**src/rtl/wall_follow_pkg.sv**
```systemverilog
package wall_follow_pkg;

   localparam int unsigned WF_STATE_W = 2;
   localparam int unsigned WF_ACT_W   = 3;

   typedef enum logic [WF_STATE_W-1:0] {
      ST_ROAM    = 2'b00,
      ST_BACKOFF = 2'b01,
      ST_SEEK    = 2'b10,
      ST_VEER    = 2'b11
   } wf_state_e;

   typedef struct packed {
      logic fwd;
      logic tl;
      logic tr;
   } wf_act_t;

   localparam wf_act_t WF_ACT_IDLE = '{fwd: 1'b0, tl: 1'b0, tr: 1'b0};

endpackage

```
**src/rtl/wall_follow_next.sv**
```systemverilog
module wall_follow_next
   import wall_follow_pkg::*;
#(
   parameter int unsigned STATE_W  = 2,
   parameter bit          SOP_FORM = 1'b0
) (
   input  logic [STATE_W-1:0] cur_i,
   input  logic               left_i,
   input  logic               right_i,
   output logic [STATE_W-1:0] nxt_o
);

   localparam int unsigned NUM_ST = 1 << STATE_W;

   if (STATE_W != WF_STATE_W) begin : g_bad_width
      $error("wall_follow_next: STATE_W must equal %0d", WF_STATE_W);
   end
   if (NUM_ST != 4) begin : g_bad_count
      $error("wall_follow_next: expects exactly four states");
   end

   logic any_touch;
   assign any_touch = left_i | right_i;

   if (SOP_FORM) begin : g_sop
      logic s1, s0;
      assign s1 = cur_i[1];
      assign s0 = cur_i[0];
      always_comb begin
         nxt_o    = '0;
         nxt_o[1] = (~s1 &  s0 & ~any_touch)
                  | ( s1 & ~s0)
                  | ( s1 &  s0 & ~left_i);
         nxt_o[0] = (~s1 & any_touch)
                  | ( s1 & ~s0 & right_i)
                  | ( s1 &  s0 & any_touch);
      end
   end else begin : g_case
      always_comb begin
         unique case (wf_state_e'(cur_i))
            ST_ROAM:    nxt_o = any_touch ? ST_BACKOFF : ST_ROAM;
            ST_BACKOFF: nxt_o = any_touch ? ST_BACKOFF : ST_SEEK;
            ST_SEEK:    nxt_o = right_i   ? ST_VEER    : ST_SEEK;
            ST_VEER: begin
               if (left_i)       nxt_o = ST_BACKOFF;
               else if (right_i) nxt_o = ST_VEER;
               else              nxt_o = ST_SEEK;
            end
            default:    nxt_o = ST_ROAM;
         endcase
      end
   end

endmodule

```
**src/rtl/wall_follow_decode.sv**
```systemverilog
module wall_follow_decode
   import wall_follow_pkg::*;
#(
   parameter int unsigned STATE_W = 2
) (
   input  logic [STATE_W-1:0] cur_i,
   output wf_act_t            act_o
);

   if (STATE_W != WF_STATE_W) begin : g_bad_width
      $error("wall_follow_decode: STATE_W must equal %0d", WF_STATE_W);
   end

   always_comb begin
      act_o = WF_ACT_IDLE;
      unique case (wf_state_e'(cur_i))
         ST_ROAM:    act_o.fwd = 1'b1;
         ST_BACKOFF: act_o.tl  = 1'b1;
         ST_SEEK: begin
            act_o.fwd = 1'b1;
            act_o.tr  = 1'b1;
         end
         ST_VEER: begin
            act_o.fwd = 1'b1;
            act_o.tl  = 1'b1;
         end
         default:    act_o = WF_ACT_IDLE;
      endcase
   end

endmodule

```
**src/rtl/wall_follow_reg.sv**
```systemverilog
module wall_follow_reg
   import wall_follow_pkg::*;
#(
   parameter int unsigned         STATE_W = 2,
   parameter logic [STATE_W-1:0]  INIT    = '0
) (
   input  logic               clk_i,
   input  logic               rst_i,
   input  logic [STATE_W-1:0] d_i,
   output logic [STATE_W-1:0] q_o
);

   if (STATE_W != WF_STATE_W) begin : g_bad_width
      $error("wall_follow_reg: STATE_W must equal %0d", WF_STATE_W);
   end

   always_ff @(posedge clk_i) begin
      if (rst_i) q_o <= INIT;
      else       q_o <= d_i;
   end

endmodule

```
**src/rtl/wall_follow_ctrl.sv**
```systemverilog
module wall_follow_ctrl
   import wall_follow_pkg::*;
#(
   parameter int unsigned STATE_W  = 2,
   parameter bit          SOP_FORM = 1'b0
) (
   input  logic               clk_i,
   input  logic               rst_i,
   input  logic               feel_left_i,
   input  logic               feel_right_i,
   output logic               step_fwd_o,
   output logic               turn_left_o,
   output logic               turn_right_o,
   output logic [STATE_W-1:0] state_o
);

   localparam logic [STATE_W-1:0] START_CODE = STATE_W'(ST_ROAM);

   if (STATE_W != WF_STATE_W) begin : g_bad_width
      $error("wall_follow_ctrl: STATE_W must equal %0d", WF_STATE_W);
   end

   logic [STATE_W-1:0] cur_q;
   logic [STATE_W-1:0] nxt_d;
   wf_act_t            act;

   wall_follow_reg #(
      .STATE_W (STATE_W),
      .INIT    (START_CODE)
   ) u_reg (
      .clk_i (clk_i),
      .rst_i (rst_i),
      .d_i   (nxt_d),
      .q_o   (cur_q)
   );

   wall_follow_next #(
      .STATE_W  (STATE_W),
      .SOP_FORM (SOP_FORM)
   ) u_next (
      .cur_i   (cur_q),
      .left_i  (feel_left_i),
      .right_i (feel_right_i),
      .nxt_o   (nxt_d)
   );

   wall_follow_decode #(
      .STATE_W (STATE_W)
   ) u_dec (
      .cur_i (cur_q),
      .act_o (act)
   );

   assign step_fwd_o   = act.fwd;
   assign turn_left_o  = act.tl;
   assign turn_right_o = act.tr;
   assign state_o      = cur_q;

endmodule

```
**config.mk**
```make
export PLATFORM = sky130hd
export DESIGN_NAME = wall_follow_ctrl
export DESIGN_NICKNAME = d
export VERILOG_FILES = /design/src/rtl/wall_follow_pkg.sv /design/src/rtl/wall_follow_next.sv /design/src/rtl/wall_follow_decode.sv /design/src/rtl/wall_follow_reg.sv /design/src/rtl/wall_follow_ctrl.sv
export SDC_FILE = /design/constraint.sdc
export NUM_CORES = 1
export LEC_CHECK = 0
export ABC_AREA = 1
export ABC_CLOCK_PERIOD_IN_PS = 1400
export BUFFER_PORTS_ARGS = -buffer_cell sky130_fd_sc_hd__buf_4
export CAP_MARGIN = 20
export CORE_AREA = 3 3 40 42
export CTS_CLUSTER_DIAMETER = 60
export DETAILED_ROUTE_END_ITERATION = 8
export DIE_AREA = 0 0 43 45
export PLACE_DENSITY_LB_ADDON = 0.1
export SYNTH_ARGS = -nofsm -noshare
export SYNTH_HDL_FRONTEND = slang
export SYNTH_SLANG_ARGS = --single-unit
```
**constraint.sdc**
```tcl
create_clock -name clk_i -period 1.4 [get_ports clk_i]
set_input_delay 0.21 -clock clk_i [delete_from_list [all_inputs] [get_ports clk_i]]
set_output_delay 0.21 -clock clk_i [all_outputs]
set_load 0.03 [all_outputs]
```
=== After elaboration in Yosys (flattened, before gate mapping) ===
Cells that the tools add are included.

* Register bits: 2

* Equal/unequal tests: 3
* Multiplexer cells: 8
* Bitwise logic cells: 1
* Reductions and logical operators: 3

{| class="wikitable"
|+ Operators with widths
! operator !! number
|-
| $pmux W2 S4 || 1
|-
| $mux W1 || 5
|-
| $eq A2 B2 Y1 const B || 2
|-
| $mux W2 || 2
|-
| $reduce_or A3 Y1 || 1
|-
| $eq A2 B1 Y1 const B || 1
|-
| $logic_not A2 Y1 || 1
|-
| $reduce_or A2 Y1 || 1
|-
| $or A1 B1 Y1 || 1
|}

=== Logic depth before layout (Yosys ltp) ===
Gate-level depths: netlist (run 1).

* Depth in word-level cells: 3
* Depth in mapped cells: 4
* Gate-level depth less buffers: 4

=== Cells and area by module ===
A second synthesis (run 1) with hierarchy kept.

* Cells, all modules: 18
* Area total of the unflattened synthesis: 106.4 sq um

{| class="wikitable"
|+ Modules (own cells, without submodules)
! module !! instances !! cells each !! area an instance (sq um) !! sequential area each (sq um)
|-
| wall_follow_reg || 1 || 6 || 55.1 || 40.0
|-
| wall_follow_next || 1 || 8 || 36.3 || 0.0
|-
| wall_follow_decode || 1 || 4 || 15.0 || 0.0
|}

=== Worst setup path after synthesis (run 1) ===
No wires, ideal clock.

* Path type: reg-to-output
* Start point: register u_reg.q_o[0]
* End point: output step_fwd_o
* Data arrival time: 931 ps
* Data required time: 1190 ps
* Setup slack: 259 ps
* Stages on the path, launching flop included: 3
* Path buffers: 0
* Path through: dfxtp_1 inv_2 or2_1

* Longest elaborated chain between the ends: 3
* Elaborated cells between the ends (all ways): 5
* Classes of those cells: eq/ne (2); mux (1); reduce/logical (2)

{| class="wikitable"
|+ Ends and longest elaborated chain
! item !! RTL line !! source
|-
| start, declared || wall_follow_reg.sv:10 || <nowiki>output logic [STATE_W-1:0] q_o</nowiki>
|-
| start signal, assigned || wall_follow_reg.sv:19 || <nowiki>else q_o <= d_i;</nowiki>
|-
| $eq A2 B2 Y1 / $logic_not A2 Y1 (equally long branches) || wall_follow_decode.sv:16 || <nowiki>unique case (wf_state_e'(cur_i))</nowiki>
|-
| $reduce_or A3 Y1 (no source line) (*) || n/a ||
|-
| $mux W1 (*) || wall_follow_decode.sv:16 ||
|-
| end, declared || wall_follow_ctrl.sv:11 || <nowiki>output logic step_fwd_o,</nowiki>
|}

Every way passes the cells marked *; elsewhere a longest branch is shown, timed or not.

=== Worst setup path after layout (run 1) ===
Same ends and word-level chain as after synthesis.

==> flow_summary.ini, run 1 <==
[detailed_routing]
routed_wl_um = 287
drc = 0
ant_nets = 0
wl_per_cell_um = 7.55
dr.pass1.iters = 1
via_per_inst = 2.95
vias = 112
drt_iter0_markers = 0

[placed_design]
place_congestion = 0.607
io_buffer_count = 8
placedInstanceArea_um2 = 174
dp_hpwl_um = 231

[synthesis]
synth_area_um2 = 98.8
syn_inst = 13
synth_nets = 17
ys_seq_area_share_pct = 40.5
synth-adder-area-share_pct = 0
synth_top_area_share_pct = 40.5
ys_warn_count = 0
synth_compound_area_share_pct = 21.5
synth_xor_xnor_area_share_pct = 0
yosysTopAreaCell = dfxtp_1
muxShareOfSynthArea_pct = 0
synth_seq_cells = 2
yosys.cell_types.count = 10
avgSynthCellArea_um2 = 7.60
synth_top_family_by_area = simple AND/OR/NAND/NOR gates
synthSimpleGateAreaFrac_pct = 22.8
ys_top_cells_by_area = dfxtp_1, nand2_2, a21oi_2

[floorplanning]
initial_core_util_pct = 7.69
rows = 13
die_w_um = 43
dieArea_um2 = 1940
ios = 9
die_h_um = 45
core_area_um2 = 1280

[global_route]
grt_max_degree = 5
grt.total_usage_pct = 4.32
grt_pass1_vias = 131
grt-ovfl-total = 0
antenna_found_initial = 0
grt_pass1_wl_um = 483

[power_and_ir_drop]
power.density_nw_per_um2 = 1250
vdd_drop_max_mv = 0.250
power_mw = 0.246
p_seq_share_pct = 26.7
leakage_nw = 0.103
p_sw_share_pct = 27.4
p_comb_share_pct = 22.2
p_switching_mw = 0.0673
p_clk_share_pct = 51.2
p_int_mw = 0.179

[sta]
finalCritPeriodShare_pct = 88.7
period_needed_ns = 1.24
hold_viol = 0
maxSlewViolCount = 0
setup-violations-final = 0
maxClockFrequency_ghz = 0.805
worstMarginPinSlew_ns = 0.151
tns_ns = 0
rsz0062_at_grt = no
max_slew_margin_pct = 89.9
whs_ns = 0.152
finalClockSkew_ns = 0.000194

[finish]
diodes = 0
fillCellCount = 155
top_regs = u_reg.q_o (2)
nets = 29
final_cell_area_um2 = 196
final_cell_mix = buf_4, clkbuf_4, nand2_2, inv_1, dfxtp_1
area_growth_pct = 98.7
layout-drive-gt1-share_pct = 65.2
largest-register = u_reg.q_o
final_common_cell = buf_4
largest_reg_flops = 2

[clock_tree]
clk_path_buf_depth = 2
post_cts_resized = 0
cts_inserted_buffers = 3
cts-hold-fix-buffers = 0
cts_sinks = 2
cts.clk_slew.worst_paths_ns = 0.03
post-cts-setup-buffer-count = 0
root_buffer = clkbuf_4
htreeDepth = 1
cts_tree = yes
clock_latency_ns = 0.22

[job]
cap_violations = 0

[setup_path]
path_class = flop to output pin
critical_path_required_ns = 1.19
start_kind = flop
worst_setup_path_end_kind = output pin
cp_max_fo = 4
arrival_ns = 1.03

[outcome]
status = completed

[min_path]
hp-class = input pin to flop
worst max-delay path: stages, from the launching register on:
cell	delay, ns
dfxtp_1	0.38
inv_2	0.06
or2_1	0.20
buf_4	0.17
power by group through the flow:
stage	clock (mW)	sequential, mW	combinational, mW
2_1_floorplan	0	0.0732	0.0250
3_3_place_gp	0	0.0665	0.0561
3_5_place_dp	0	0.0665	0.0555
4_1_cts	0.138	0.0657	0.0556
5_1_grt	0.138	0.0661	0.0586
6_report	0.126	0.0656	0.0546
kinds of logic after synthesis:
group                  count (synthesis)
AO/OA/AOI/OAI                          3
buffers and inverters                  4
flip-flops                             2
AND/OR/NAND/NOR                        4
cells in the mapped netlist:
library cell	number
a21oi_2	1
nand2_2	2
inv_1	2
o21a_1	1
a21oi_1	1
dfxtp_1	2
or2_1	1
nor2_1	1
clkbuf_1	1
inv_2	1
per-stage QoR:
stage                     utilization [%]  setup slack (ns)  instances
after floorplan                         -             0.259         13
after global placement               13.5             0.385         35
after detailed placement             13.5             0.385         35
after CTS                            15.3             0.137         38
after global routing                 15.3             0.116         38
final                                15.3             0.158         38
worst paths after layout:
check / start / to / slack [ns] / cells after the start
worst max-delay path: u_reg.q_o[0] / step_fwd_o / 0.16 / 3
worst min-delay path: rst_i / u_reg.q_o[0] / 0.15 / 2
worst max register to register: u_reg.q_o[0] / u_reg.q_o[0] / 0.67 / 4
worst min register to register: u_reg.q_o[1] / u_reg.q_o[1] / 0.54 / 1
final cells by class:
type | count | area [um^2] | area share (%)
flip-flops and latches | 2 | 40.0 | 20.4
multi-input cells | 7 | 43.8 | 22.3
inverters | 3 | 11.3 | 5.73
repair buffers | 8 | 60.1 | 30.6
well taps | 15 | 18.8 | 9.55
clock buffers | 3 | 22.5 | 11.5
per-layer routing:
layer	up-vias	global-route usage, %	wire length (um)
met5	-	0	0
met1	48	3.36	95
met4	0	9.04	0
met2	6	4.79	142
li1	58	-	-
met3	0	2.79	49
No activity file was read; power rests on OpenSTA's default activity.
==> run 2, diff against run 1 <==
- REMOVE_ABC_BUFFERS: not set -> 1
==> run 2 against run 1 <==
Effect of this change: flip-flop and latch count unchanged; die area unchanged; clock-buffer cell count unchanged; sequential power about the same; highest routed layer is now met4.
==> flow_summary.ini, run 2 (synthesized netlist as in run 1, its figures left out) <==
[clock_tree]
root_buffer = clkbuf_4
cts.clk_slew.worst_paths_ns = 0.03
cts_inserted_buffers = 3
cts-hold-fix-buffers = 0
cts_sinks = 2
htreeDepth = 1
clock_latency_ns = 0.22
cts_tree = yes
clk_path_buf_depth = 2
post_cts_resized = 0
post-cts-setup-buffer-count = 0

[sta]
setup_ws_ns = 0.173
rsz0062_at_grt = no
worstMarginPinSlew_ns = 0.143
finalClockSkew_ns = 0.00305
period_needed_ns = 1.23
finalCritPeriodShare_pct = 87.7
maxClockFrequency_ghz = 0.815
max_slew_margin_pct = 90.5
whs_ns = 0.155
setup-violations-final = 0
maxSlewViolCount = 0
tns_ns = 0
hold_viol = 0

[detailed_routing]
dr.pass1.iters = 2
routed_wl_um = 264
via_per_inst = 3.13
vias = 119
wl_per_cell_um = 6.95
ant_nets = 0
drc = 0
drt_iter0_markers = 1

[setup_path]
arrival_ns = 1.02
critical_path_required_ns = 1.19
path_class = flop to output pin
start_kind = flop
cp_cell_sequence = inv_2 > or2_1 > buf_4
critPathMaxStageDelay_ns = 0.37
cp_num_buf_inv = 2
crit_family = flip-flops
cp_max_fo = 4
crit_path_top_delay_cell = dfxtp_1
worst_setup_path_end_kind = output pin

[placed_design]
dpl.cell_count = 35
place_congestion = 0.561
placedInstanceArea_um2 = 174
io_buffer_count = 8
place_ws_ns = 0.397

[global_route]
grt_max_degree = 5
grt_pass1_vias = 117
grt_pass1_wl_um = 455
gr-max-usage-layer = met4
grtUsageMet1_pct = 2.86
antenna_found_initial = 0
grt-ovfl-total = 0
grt_util_met3_pct = 3.98
grt.total_usage_pct = 3.98
grt_use_met2_pct = 4.19

[floorplanning]
dieArea_um2 = 1940
rows = 13
ios = 9
core_area_um2 = 1280
die_w_um = 43
die_h_um = 45
initial_core_util_pct = 7.69

[outcome]
status = completed

[finish]
nets = 29
final_common_cell = buf_4
diodes = 0
utilization_pct = 15.3
layout-drive-gt1-share_pct = 65.2
final_cell_mix = buf_4, clkbuf_4, nand2_2, inv_1, dfxtp_1
largest-register = u_reg.q_o
top_regs = u_reg.q_o (2)
fillCellCount = 151
final_cell_area_um2 = 196
area_growth_pct = 98.7
largest_reg_flops = 2
fin_cells = 38

[power_and_ir_drop]
leakage_nw = 0.103
power_mw = 0.244
vdd_drop_max_mv = 0.331
power.density_nw_per_um2 = 1240

[min_path]
hp-class = input pin to flop

[job]
cap_violations = 0
## run 2: final timing paths
check | depth (start not counted) | slack (ns) | to | start
max | 3 | 0.17 | step_fwd_o | u_reg.q_o[0]
max reg2reg | 4 | 0.68 | u_reg.q_o[0] | u_reg.q_o[0]
min | 2 | 0.15 | u_reg.q_o[0] | rst_i
min reg2reg | 1 | 0.53 | u_reg.q_o[1] | u_reg.q_o[1]
## run 2: metal layers
layer	wire, um	vias up	part of all wire (%)
li1	-	60	-
met1	82	51	31
met2	127	6	48
met3	42	2	16
met4	11	0	4.2
met5	0	-	0
## run 2: worst register-to-register path, stage by stage, from the launching register on
cell	delay, ns
dfxtp_1	0.37
inv_2	0.06
nand2_2	0.07
nand2_2	0.05
a21oi_2	0.11
## run 2: final cells by class
class	instances	area [um^2]	share of cell area (%)
Sequential cell	2	40.0	20.4
Tap cell	15	18.8	9.55
Timing Repair Buffer	8	60.1	30.6
Multi-Input combinational cell	7	43.8	22.3
Inverter	3	11.3	5.73
Clock buffer	3	22.5	11.5
## run 2: report_power, final
| group | internal (mW) | switching [mW] |
|---|---|---|
| registers | 0.0614 | 0.00396 |
| logic | 0.0230 | 0.0317 |
| clock network | 0.0942 | 0.0297 |
| total | 0.179 | 0.0653 |
